### src/rtl/ac97cmd_pkg.sv
package ac97cmd_pkg;

    localparam int TAG_W   = 16;
    localparam int SLOT_W  = 20;
    localparam int IDX_W   = 7;
    localparam int DAT_W   = 16;
    localparam int ID_W    = 2;

    localparam int TAG_FRAME = TAG_W - 1;
    localparam int TAG_ADDR  = TAG_W - 2;
    localparam int TAG_DATA  = TAG_W - 3;
    localparam int RW_BIT    = SLOT_W - 1;
    localparam int IDX_LSB   = SLOT_W - 1 - IDX_W;
    localparam int DAT_LSB   = SLOT_W - DAT_W;

    typedef enum logic [1:0] {
        CMD_NONE  = 2'd0,
        CMD_READ  = 2'd1,
        CMD_WRITE = 2'd2
    } cmd_kind_e;

    typedef struct packed {
        cmd_kind_e          kind;
        logic [IDX_W-1:0]   idx;
        logic [DAT_W-1:0]   wdata;
    } cmd_t;

    typedef struct packed {
        logic [TAG_W-1:0]   tag;
        logic [SLOT_W-1:0]  addr_word;
        logic [SLOT_W-1:0]  data_word;
    } resp_t;

    function automatic logic [SLOT_W-1:0] place_idx(input logic [IDX_W-1:0] idx);
        logic [SLOT_W-1:0] w;
        w = '0;
        w[IDX_LSB +: IDX_W] = idx;
        return w;
    endfunction

    function automatic logic [SLOT_W-1:0] place_data(input logic [DAT_W-1:0] d);
        logic [SLOT_W-1:0] w;
        w = '0;
        w[DAT_LSB +: DAT_W] = d;
        return w;
    endfunction

endpackage

### src/rtl/ac97_cmd_qualify.sv
module ac97_cmd_qualify
    import ac97cmd_pkg::*;
(
    input  logic [TAG_W-1:0]  tag,
    input  logic [SLOT_W-1:0] slot1,
    input  logic [SLOT_W-1:0] slot2,
    input  logic              sec_mode,
    input  logic [ID_W-1:0]   cfg_id,
    output cmd_t              cmd
);

    logic [ID_W-1:0] frame_id;
    logic            prim_ok;
    logic            sec_ok;

    assign frame_id = tag[ID_W-1:0];
    assign prim_ok  = tag[TAG_FRAME] && !sec_mode && (frame_id == '0) && tag[TAG_ADDR];
    assign sec_ok   = tag[TAG_FRAME] && sec_mode && (frame_id != '0) && (frame_id == cfg_id);

    always_comb begin
        cmd.kind  = CMD_NONE;
        cmd.idx   = slot1[IDX_LSB +: IDX_W];
        cmd.wdata = slot2[DAT_LSB +: DAT_W];
        if (prim_ok) begin
            cmd.kind = tag[TAG_DATA] ? CMD_WRITE : CMD_READ;
        end else if (sec_ok) begin
            cmd.kind = slot1[RW_BIT] ? CMD_READ : CMD_WRITE;
        end
    end

endmodule

### src/rtl/ac97_cmd_issue.sv
module ac97_cmd_issue
    import ac97cmd_pkg::*;
(
    input  logic             clk,
    input  logic             rst,
    input  logic             frame_stb,
    input  cmd_t             cmd,
    input  logic             codec_ready,
    output logic             rd_en,
    output logic             wr_en,
    output logic [IDX_W-1:0] addr,
    output logic [DAT_W-1:0] wdata,
    output logic             resp_stb,
    output logic             ready_q
);

    always_ff @(posedge clk) begin
        if (rst) begin
            rd_en    <= 1'b0;
            wr_en    <= 1'b0;
            addr     <= '0;
            wdata    <= '0;
            resp_stb <= 1'b0;
            ready_q  <= 1'b0;
        end else begin
            rd_en    <= frame_stb && (cmd.kind == CMD_READ);
            wr_en    <= frame_stb && (cmd.kind == CMD_WRITE);
            resp_stb <= frame_stb;
            if (frame_stb) begin
                ready_q <= codec_ready;
            end
            if (frame_stb && cmd.kind != CMD_NONE) begin
                addr <= cmd.idx;
            end
            if (frame_stb && cmd.kind == CMD_WRITE) begin
                wdata <= cmd.wdata;
            end
        end
    end


    strobe_after_frame_chk: assert property (@(posedge clk) disable iff (rst)
        (rd_en || wr_en) |-> $past(frame_stb));


    no_dual_strobe_chk: assert property (@(posedge clk) disable iff (rst)
        frame_stb |=> !(rd_en && wr_en));

endmodule

### src/rtl/ac97_resp_build.sv
module ac97_resp_build
    import ac97cmd_pkg::*;
(
    input  logic             clk,
    input  logic             rst,
    input  logic             resp_stb,
    input  logic             rd_en,
    input  logic             ready_q,
    input  logic [IDX_W-1:0] addr,
    input  logic [DAT_W-1:0] rdata,
    output resp_t            resp
);

    always_ff @(posedge clk) begin
        if (rst) begin
            resp <= '0;
        end else if (resp_stb) begin
            resp.tag            <= '0;
            resp.tag[TAG_FRAME] <= ready_q;
            resp.tag[TAG_ADDR]  <= rd_en;
            resp.tag[TAG_DATA]  <= rd_en;
            resp.addr_word      <= rd_en ? place_idx(addr) : '0;
            resp.data_word      <= rd_en ? place_data(rdata) : '0;
        end
    end


    read_resp_tag_chk: assert property (@(posedge clk) disable iff (rst)
        (resp_stb && rd_en) |=> (resp.tag[TAG_ADDR] && resp.tag[TAG_DATA] && resp.tag[ID_W-1:0] == '0));


    idle_resp_chk: assert property (@(posedge clk) disable iff (rst)
        (resp_stb && !rd_en) |=> (!resp.tag[TAG_ADDR] && !resp.tag[TAG_DATA] && resp.addr_word == '0));


    resp_hold_chk: assert property (@(posedge clk) disable iff (rst)
        !resp_stb |=> $stable(resp));

endmodule

### src/rtl/ac97_cmd_decoder.sv
module ac97_cmd_decoder
    import ac97cmd_pkg::*;
(
    input  logic              clk,
    input  logic              rst,
    input  logic              frame_stb,
    input  logic [TAG_W-1:0]  out_tag,
    input  logic [SLOT_W-1:0] out_slot1,
    input  logic [SLOT_W-1:0] out_slot2,
    input  logic              sec_mode,
    input  logic [ID_W-1:0]   cfg_id,
    input  logic              codec_ready,
    input  logic [DAT_W-1:0]  rf_rdata,
    output logic              rf_rd_en,
    output logic              rf_wr_en,
    output logic [IDX_W-1:0]  rf_addr,
    output logic [DAT_W-1:0]  rf_wdata,
    output logic [TAG_W-1:0]  in_tag,
    output logic [SLOT_W-1:0] in_slot1,
    output logic [SLOT_W-1:0] in_slot2
);

    cmd_t  cmd;
    resp_t resp;
    logic  resp_stb;
    logic  ready_q;

    ac97_cmd_qualify u_qual (
        .tag      (out_tag),
        .slot1    (out_slot1),
        .slot2    (out_slot2),
        .sec_mode (sec_mode),
        .cfg_id   (cfg_id),
        .cmd      (cmd)
    );

    ac97_cmd_issue u_issue (
        .clk         (clk),
        .rst         (rst),
        .frame_stb   (frame_stb),
        .cmd         (cmd),
        .codec_ready (codec_ready),
        .rd_en       (rf_rd_en),
        .wr_en       (rf_wr_en),
        .addr        (rf_addr),
        .wdata       (rf_wdata),
        .resp_stb    (resp_stb),
        .ready_q     (ready_q)
    );

    ac97_resp_build u_resp (
        .clk      (clk),
        .rst      (rst),
        .resp_stb (resp_stb),
        .rd_en    (rf_rd_en),
        .ready_q  (ready_q),
        .addr     (rf_addr),
        .rdata    (rf_rdata),
        .resp     (resp)
    );

    assign in_tag   = resp.tag;
    assign in_slot1 = resp.addr_word;
    assign in_slot2 = resp.data_word;


    invalid_frame_chk: assert property (@(posedge clk) disable iff (rst)
        (frame_stb && !out_tag[TAG_FRAME]) |=> (!rf_rd_en && !rf_wr_en));


    primary_id_chk: assert property (@(posedge clk) disable iff (rst)
        (frame_stb && !sec_mode && out_tag[ID_W-1:0] != '0) |=> (!rf_rd_en && !rf_wr_en));


    secondary_id_chk: assert property (@(posedge clk) disable iff (rst)
        (frame_stb && sec_mode && (out_tag[ID_W-1:0] == '0 || out_tag[ID_W-1:0] != cfg_id))
        |=> (!rf_rd_en && !rf_wr_en));

endmodule

### config.mk
export PLATFORM = sky130hd
export DESIGN_NAME = ac97_cmd_decoder
export DESIGN_NICKNAME = d
export VERILOG_FILES = /design/src/rtl/ac97cmd_pkg.sv /design/src/rtl/ac97_cmd_qualify.sv /design/src/rtl/ac97_cmd_issue.sv /design/src/rtl/ac97_resp_build.sv /design/src/rtl/ac97_cmd_decoder.sv
export SDC_FILE = /design/constraint.sdc
export NUM_CORES = 1
export LEC_CHECK = 0
export CAP_MARGIN = 20
export CORE_ASPECT_RATIO = 0.5
export CORE_MARGIN = 8
export CORE_UTILIZATION = 38
export DETAILED_ROUTE_END_ITERATION = 6
export PLACE_DENSITY = 0.91
export SLEW_MARGIN = 5
export SYNTH_ARGS = -nofsm -noshare
export SYNTH_HDL_FRONTEND = slang
export SYNTH_SLANG_ARGS = --single-unit
### constraint.sdc
create_clock -name clk -period 4.1 [get_ports clk]
set_clock_uncertainty 0.15 [all_clocks]
set_input_delay 0.615 -clock clk [delete_from_list [all_inputs] [get_ports clk]]
set_output_delay 0.615 -clock clk [all_outputs]
set_load 0.05 [all_outputs]
==> impl_metrics.json, run 1 <==
{
  "h-tree-depth": 2,
  "wire_per_inst_um": 14.1,
  "drive_gt1_frac": 0.0423,
  "num_io_pins": 160,
  "end_kind": "register",
  "post_cts_buffers": 0,
  "drt-total-wl_um": 5740,
  "cts_hold_buffers": 0,
  "clock_sinks": 52,
  "dpl_worst_slack_ps": 1490,
  "firstDrtPassIters": 4,
  "track_usage": 0.121,
  "synth_most_common_cell": "dfxtp_1",
  "cts_made_buffers": 5,
  "syn2layout_area_growth_pct": 47.1,
  "antenna_found_initial": 0,
  "fp.dieArea_mm2": 0.00893,
  "yosysTopAreaCellShare": 0.454,
  "synthesis.area_per_instance_um2": 9.72,
  "place_congestion": 0.712,
  "vias": 1844,
  "cts_tree": "done",
  "hold_violations": 0,
  "hold_path.class": "reg -> reg",
  "numPortBuffers": 102,
  "leakage_nw": 1.22,
  "final_core_util": 0.567,
  "worstMarginPinSlew_ps": 997,
  "setup_viol": 0,
  "first_global_vias": 1809,
  "hpwl_um": 4430,
  "die_x_um": 126,
  "finalNetCount": 409,
  "clk_latency_ps": 280,
  "yosys-top-cells-count": "dfxtp_1, nand2b_1, buf_4",
  "antenna_cells": 0,
  "ys_ff_latch": 52,
  "grt-ovfl-total": 0,
  "synth_area_mm2": 0.00229,
  "fin_setup_tns_ps": 0,
  "core-area_mm2": 0.00596,
  "worstPathMaxFanout": 17,
  "ant_nets": 0,
  "fmaxAchievable_mhz": 434,
  "start_util": 0.385,
  "routed_via_density": 4.52,
  "met1_usage": 0.119,
  "n_fill_cell": 531,
  "clock_path_buffers": 2,
  "syn_inst": 236,
  "fin_ws_ps": 1800,
  "synthArstFlopShare": 0,
  "die_h_um": 70.9,
  "arrival_ps": 2360,
  "rsz0062_at_grt": "false",
  "synth_top_area_cell": "dfxtp_1",
  "period_minus_slack_ps": 2300,
  "finalCritPeriodShare": 0.562,
  "crit_type": "in -> reg",
  "yosys-top-cells-area": "dfxtp_1, nand2b_1, mux2i_1",
  "outcome": "completed",
  "slew_headroom": 0.335,
  "critical_path.startpoint_type": "input port",
  "grt_pass1_wl_um": 8880,
  "synth_edf_count": 0,
  "max-cap-violations": 0,
  "peakVddDrop_mv": 0.266,
  "drc": 0,
  "grt_max_degree": 75,
  "synth_ff_type": "dfxtp_1",
  "fp-row-count": 20,
  "initialDrtViolationCount": 60,
  "ys_types": 23,
  "synth-seq-area-share": 0.454,
  "ys_warn_count": 0,
  "cts-root-buf": "clkbuf_16",
  "path_clk_slew_ps": 70,
  "maxSlewViolCount": 0,
  "use_met3": 0.0427,
  "met2_usage": 0.238,
  "cts_resized": 0,
  "power.density_mw_per_mm2": 324,
  "required_ps": 4160,
  "busiest_layer": "met2"
}
[worst max-delay path, stage by stage]
cell and delay [ps]:
clkdlybuf4s50_1 520, and4bb_2 270, a32oi_2 160, o32ai_4 240, buf_4 320, mux2i_1 220
[routing by layer]
layer / wire length (µm) / vias to the layer above
met2: 3070 / 58
met3: 338 / 8
met1: 2220 / 871
met5: 0 / -
met4: 105 / 0
li1: - / 907
[worst paths after layout]
| kind | endpoint | cells after the start | slack (ps) | from |
|---|---|---|---|---|
| max | u_issue.wdata[2] | 6 | 1800 | out_tag[1] |
| min | u_issue.wdata[13] | 2 | 320 | u_issue.wdata[13] |
| max reg2reg | u_resp.resp[19] | 3 | 2480 | u_issue.resp_stb |
| min reg2reg | u_issue.wdata[13] | 2 | 320 | u_issue.wdata[13] |
[per-stage QoR]
stage	hold slack [ps]	total power (W)	area (µm²)	std cells
4_1_cts	325	0.00111	3370	408
5_1_grt	333	0.00114	3370	408
3_5_place_dp	312	0.000694	3230	400
3_3_place_gp	307	0.000692	3230	400
2_1_floorplan	310	0.000653	2400	265
6_report	321	0.00109	3370	408
[cell usage in the layout (no fill, tap or decap), types with 2 or more instances in the layout]
cell type        count
nand2b_1            46
clkdlybuf4s50_1    101
nor2_1              27
inv_1                3
clkbuf_16            5
and2_1               2
conb_1              30
a22oi_1             23
mux2i_1             25
clkinv_2             2
dfxtp_1             52
nand2_1              2
[power by group]
part           switching (W)  internal, W
clock               0.000170     0.000241
combinational       0.000106    0.0000644
sequential        0.00000285     0.000510
[flip-flops by register name, summed over array words and instances, names as in the netlist]
register and flops:
u_issue.wdata 16, u_resp.resp 25, u_issue.rd_en 1, u_issue.resp_stb 1
u_issue.wr_en 1, u_issue.ready_q 1, u_issue.addr 7
[area by class of cell]
| cell class | count | area, µm² | area share |
|---|---|---|---|
| Multi-Input combinational cell | 165 | 1050 | 0.312 |
| Sequential cell | 52 | 1040 | 0.308 |
| Timing Repair Buffer | 103 | 1020 | 0.303 |
| Clock buffer | 6 | 139 | 0.0412 |
| Tap cell | 77 | 96.3 | 0.0286 |
| Inverter | 3 | 11.3 | 0.00334 |
| Clock inverter | 2 | 10.0 | 0.00297 |
[logic make-up after synthesis]
group,Yosys count,share of synthesized area
flip-flops,52,0.454
buffers and inverters,48,0.134
AO/OA/AOI/OAI,28,0.103
XOR/XNOR,1,0.00382
other,1,0.00164
multiplexers,25,0.109
AND/OR/NAND/NOR,81,0.194
Note: power is estimated with default switching activity, not from simulation.
==> run 2: changes to the inputs <==
- CORE_UTILIZATION: 38 -> 32
- PLACE_DENSITY: 0.91 -> 0.82
- clock period: 4.1 -> 2 ns (I/O delays scaled with it)
==> run 2 against run 1 <==
Register-to-register slack worse by 1900 ps. Largest cell class is now buffers. Design area up 2.8%. Critical endpoint is now rf_addr[6]. Clock power up 110%. Hold slack worse by 69 ps. Via count down 1.7%. Largest power group unchanged.
==> impl_metrics.json, run 2 (same netlist as run 1, synthesis figures left out) <==
{
  "dp.cells": 423,
  "setup_viol": 0,
  "dpl_worst_slack_ps": -219,
  "hpwl_um": 4520,
  "grt_max_degree": 50,
  "pwr-share-seq": 0.461,
  "fin_ws_ps": 86.4,
  "required_ps": 1550,
  "regMostFlops": "u_resp.resp",
  "firstDrtPassIters": 4,
  "fp.dieArea_mm2": 0.0103,
  "h-tree-depth": 2,
  "antenna_found_initial": 0,
  "clock_sinks": 52,
  "finalCritPeriodShare": 0.957,
  "track_usage": 0.111,
  "fin_cells": 431,
  "fp-row-count": 21,
  "vias": 1813,
  "period_minus_slack_ps": 1910,
  "power.density_mw_per_mm2": 657,
  "slew_headroom": 0.498,
  "n_fill_cell": 631,
  "critPathBufInv": 1,
  "hold_slack_ps": 252,
  "cts_made_buffers": 5,
  "drt-total-wl_um": 6060,
  "leakage_nw": 1.31,
  "max_stage_delay_ps": 820,
  "reg_top3": "u_resp.resp (25), u_issue.wdata (16), u_issue.addr (7)",
  "worstMarginPinSlew_ps": 752,
  "final_common_cell": "clkdlybuf4s50_1",
  "max-cap-violations": 0,
  "clockPowerShare": 0.380,
  "path_clk_slew_ps": 70,
  "crit_type": "reg -> out",
  "post-layout-total-power_w": 0.00228,
  "final_cell_mix": "clkdlybuf4s50_1, dfxtp_1, nand2b_1",
  "worstPathMaxFanout": 3,
  "first_global_vias": 1803,
  "grt-ovfl-total": 0,
  "clk_latency_ps": 290,
  "die_x_um": 136,
  "antenna_cells": 0,
  "die_h_um": 75.9,
  "ant_nets": 0,
  "syn2layout_area_growth_pct": 51.2,
  "start_util": 0.337,
  "cp_slowest_cell": "clkdlybuf4s50_1",
  "grt_pass1_wl_um": 9110,
  "hold_path.class": "in -> reg",
  "arrival_ps": 1460,
  "clock_path_buffers": 2,
  "num_io_pins": 160,
  "core-area_mm2": 0.00681,
  "numPortBuffers": 102,
  "drive_gt1_frac": 0.0885,
  "crit_path_cell_trace": "clkdlybuf4s50_1",
  "drc": 0,
  "maxSlewViolCount": 0,
  "largest_reg_flops": 25,
  "crit_family": "buffers and inverters",
  "post_cts_buffers": 0,
  "rsz0062_at_grt": "false",
  "wire_per_inst_um": 14.1,
  "critical_path.startpoint_type": "register",
  "hold_violations": 0,
  "p_sw_frac": 0.262,
  "cts_tree": "done",
  "initialDrtViolationCount": 60,
  "routed_via_density": 4.21,
  "combPwrFrac": 0.159,
  "end_kind": "output port",
  "finalNetCount": 417,
  "p_sw_w": 0.000598,
  "fmaxAchievable_mhz": 523,
  "power.internal_w": 0.00168,
  "place_congestion": 0.766,
  "cts-root-buf": "clkbuf_16",
  "peakVddDrop_mv": 0.335,
  "outcome": "completed"
}
[run 2: changes by cell type in the layout (fill, tap and decap cells not counted)]
cell             change
clkdlybuf4s50_1      -9
a21oi_2              -1
a21oi_4              +1
buf_12               +2
buf_4               +14
dlymetal6s2s_1       +1
[run 2: metal layers]
metal | vias up | global-route usage | part of all wire
li1 | 926 | - | -
met1 | 825 | 0.121 | 0.39
met2 | 58 | 0.206 | 0.53
met3 | 4 | 0.0382 | 0.075
met4 | 0 | 0.0293 | 0.0076
met5 | - | 0 | 0
[run 2: power by group through the flow]
stage | Combinational [W] | Sequential (W) | Clock (W)
final | 0.000363 | 0.00105 | 0.000866
after global routing | 0.000383 | 0.00105 | 0.000936
after CTS | 0.000361 | 0.00105 | 0.000894
after detailed placement | 0.000361 | 0.00107 | 0
after global placement | 0.000358 | 0.00107 | 0
after floorplan | 0.000240 | 0.00110 | 0
[run 2: per-stage QoR]
step	TNS, ps	instance area, µm²	util
floorplan	0	2400	-
global placement	-3410	3310	0.486
detailed placement	-3810	3310	0.486
CTS	0	3460	0.508
global route	0	3470	0.510
finish	0	3470	0.510
[run 2: final cells by class]
class	count	area (µm²)	share of cell area
inverter	3	11.3	0.00325
clock inverter	2	10.0	0.00289
timing repair buffer	111	1090	0.315
clock buffer	6	139	0.0400
multi-input combinational	165	1060	0.306
sequential	52	1040	0.300
tap	92	115	0.0332
[run 2: path summary, 6_finish.rpt]
kind | to | slack [ps] | startpoint | cells after the start
max reg2reg | u_resp.resp[17] | 570 | u_issue.resp_stb | 4
min | u_issue.wr_en | 250 | rst | 2
min reg2reg | u_issue.wdata[1] | 320 | u_issue.wdata[1] | 2
max | rf_addr[6] | 90 | u_issue.addr[6] | 1
[run 2: repair_timing]
| item | CTS | global route |
|---|---|---|
| hold buffers | 0 | 0 |
| hold endpoints to repair | 0 | 0 |
| gates resized for setup | 0 | 2 |
| endpoints found under the setup margin | 0 | 5 |
==> run 3: changes to the inputs <==
- CTS_CLUSTER_SIZE: unset -> 16
- GPL_TIMING_DRIVEN: unset -> 0
==> run 3 against run 2 <==
Combinational power up 12%. Total power rose by 6.1%. Clock power up 11%. Sequential power about the same. Largest cell class unchanged. Hold slack improved by 72 ps. Critical path depth unchanged. Non-clock buffer count up 36. Critical endpoint is now rf_addr[4]. Final cell count is 8.4% higher. Via count is 6.4% higher. Design area is 7.0% higher. First-iteration DRC count is 45% higher. Register-to-register slack got worse by 150 ps.
==> impl_metrics.json, run 3 (same netlist as run 1, synthesis figures left out) <==
{
  "outcome": "completed",
  "hold_path.class": "reg -> reg",
  "reg2regPathDepth": 5,
  "antenna_cells": 0,
  "critPathLaunch": "u_issue.addr[4]",
  "die_h_um": 75.9,
  "r2r-start": "u_issue.resp_stb",
  "first_global_vias": 1914,
  "setup_viol": 0,
  "leakage_nw": 1.44,
  "required_ps": 1550,
  "grt-ovfl-total": 0,
  "initialDrtViolationCount": 87,
  "n_fill_cell": 637,
  "hold_violations": 0,
  "syn2layout_area_growth_pct": 61.9,
  "crit_type": "reg -> out",
  "largest_reg_flops": 25,
  "crit_family": "buffers and inverters",
  "clk_latency_ps": 290,
  "start_util": 0.337,
  "fin_cells": 467,
  "post-layout-total-power_w": 0.00242,
  "ant_nets": 0,
  "clock_path_buffers": 2,
  "worstMarginPinSlew_ps": 542,
  "numPortBuffers": 101,
  "finalNetCount": 453,
  "wire_per_inst_um": 13.8,
  "end_kind": "output port",
  "period_minus_slack_ps": 1930,
  "critPathBufInv": 1,
  "holdPathEnd": "u_issue.wdata[3]",
  "power.density_mw_per_mm2": 652,
  "fin_ws_ps": 66.3,
  "hold_start": "u_issue.wdata[3]",
  "rrSetupSlack_ps": 420,
  "firstDrtPassIters": 4,
  "cp_slowest_cell": "clkdlybuf4s50_1",
  "fp.dieArea_mm2": 0.0103,
  "p_sw_w": 0.000610,
  "p_sw_frac": 0.252,
  "cts_tree": "done",
  "critical_path.startpoint_type": "register",
  "cp.depth": 1,
  "track_usage": 0.118,
  "path_clk_slew_ps": 60,
  "drive_gt1_frac": 0.117,
  "fp-row-count": 21,
  "final_common_cell": "clkdlybuf4s50_1",
  "peakVddDrop_mv": 0.335,
  "cts_made_buffers": 5,
  "finalCritPeriodShare": 0.967,
  "clockPowerShare": 0.398,
  "max-cap-violations": 0,
  "final_cell_mix": "clkdlybuf4s50_1, dfxtp_1, nand2b_1",
  "cts-root-buf": "clkbuf_16",
  "drt-total-wl_um": 6430,
  "maxSlewViolCount": 0,
  "h-tree-depth": 2,
  "reg_top3": "u_resp.resp (25), u_issue.wdata (16), u_issue.addr (7)",
  "worstPathMaxFanout": 3,
  "die_x_um": 136,
  "combPwrFrac": 0.168,
  "fmaxAchievable_mhz": 517,
  "regMostFlops": "u_resp.resp",
  "clock_sinks": 52,
  "core-area_mm2": 0.00681,
  "power.internal_w": 0.00181,
  "cts_hold_buffers": 0,
  "hpwl_um": 5110,
  "whs_path_depth": 2,
  "grt_pass1_wl_um": 9600,
  "max_stage_delay_ps": 840,
  "arrival_ps": 1480,
  "routed_via_density": 4.13,
  "dpl_worst_slack_ps": -475,
  "slew_headroom": 0.638,
  "rsz0062_at_grt": "false",
  "pwr-share-seq": 0.434,
  "dp.cells": 458,
  "grt_max_degree": 16,
  "place_congestion": 0.729,
  "reg2reg_to": "u_resp.resp[8]",
  "drc": 0,
  "num_io_pins": 160,
  "vias": 1929,
  "antenna_found_initial": 0,
  "crit_path_cell_trace": "clkdlybuf4s50_1"
}
==> run 3: cell types whose count changed in the layout (fill, tap and decap cells not counted), sizes merged <==
| cell | change |
|---|---|
| clkdlybuf4s50 | +7 |
| dlygate4sd2 | +1 |
| bufinv | +1 |
| clkbuf | +11 |
| buf | +17 |
| clkinv | -1 |
==> run 3: metrics by stage <==
step                hold WS [ps]  cell area (µm²)  utilization  setup TNS, ps
finish                       324             3710        0.546              0
global route                 335             3710        0.546              0
CTS                          329             3700        0.543              0
detailed placement           316             3530        0.518          -7610
global placement             309             3530        0.518          -7180
floorplan                    294             2400            -              0
==> run 3: layout make-up <==
cell class                 count  area, µm²  area share
sequential                    52       1040       0.280
inverter                       3       11.3     0.00303
buffer                        45        297      0.0799
multi-input combinational    165       1060       0.286
timing repair buffer         102       1020       0.276
tap                           92        115      0.0310
clock buffer                   6        129      0.0347
clock inverter                 2       35.0     0.00944
==> run 3: power groups by stage <==
stage	clock network (W)	logic (W)	registers, W
CTS	0.000987	0.000403	0.00105
floorplan	0	0.000240	0.00110
global placement	0	0.000401	0.00107
detailed placement	0	0.000402	0.00107
finish	0.000963	0.000406	0.00105
global route	0.00103	0.000430	0.00105
==> run 3: worst max path at each step <==
stage	endpoint	slack, ps
2_1_floorplan	u_issue.wdata[10]	240
3_3_place_gp	u_issue.wdata[15]	-440
3_5_place_dp	u_issue.wdata[7]	-480
4_1_cts	u_issue.wdata[0]	30
5_1_grt	u_issue.wdata[5]	9
6_report	rf_addr[4]	70
==> run 3: routing by layer <==
layer,routed length [µm],vias up,part of all wire,GRT usage
met5,0,-,0,0
met4,88,0,0.014,0.0354
met3,528,6,0.082,0.0447
met2,3330,58,0.52,0.218
met1,2480,868,0.39,0.126
li1,-,997,-,-
==> run 3: repair_timing <==
action,in CTS,in global routing
gates resized for setup,1,3
setup buffers,1,0
pin swaps,1,1
endpoints found under the setup margin,11,14
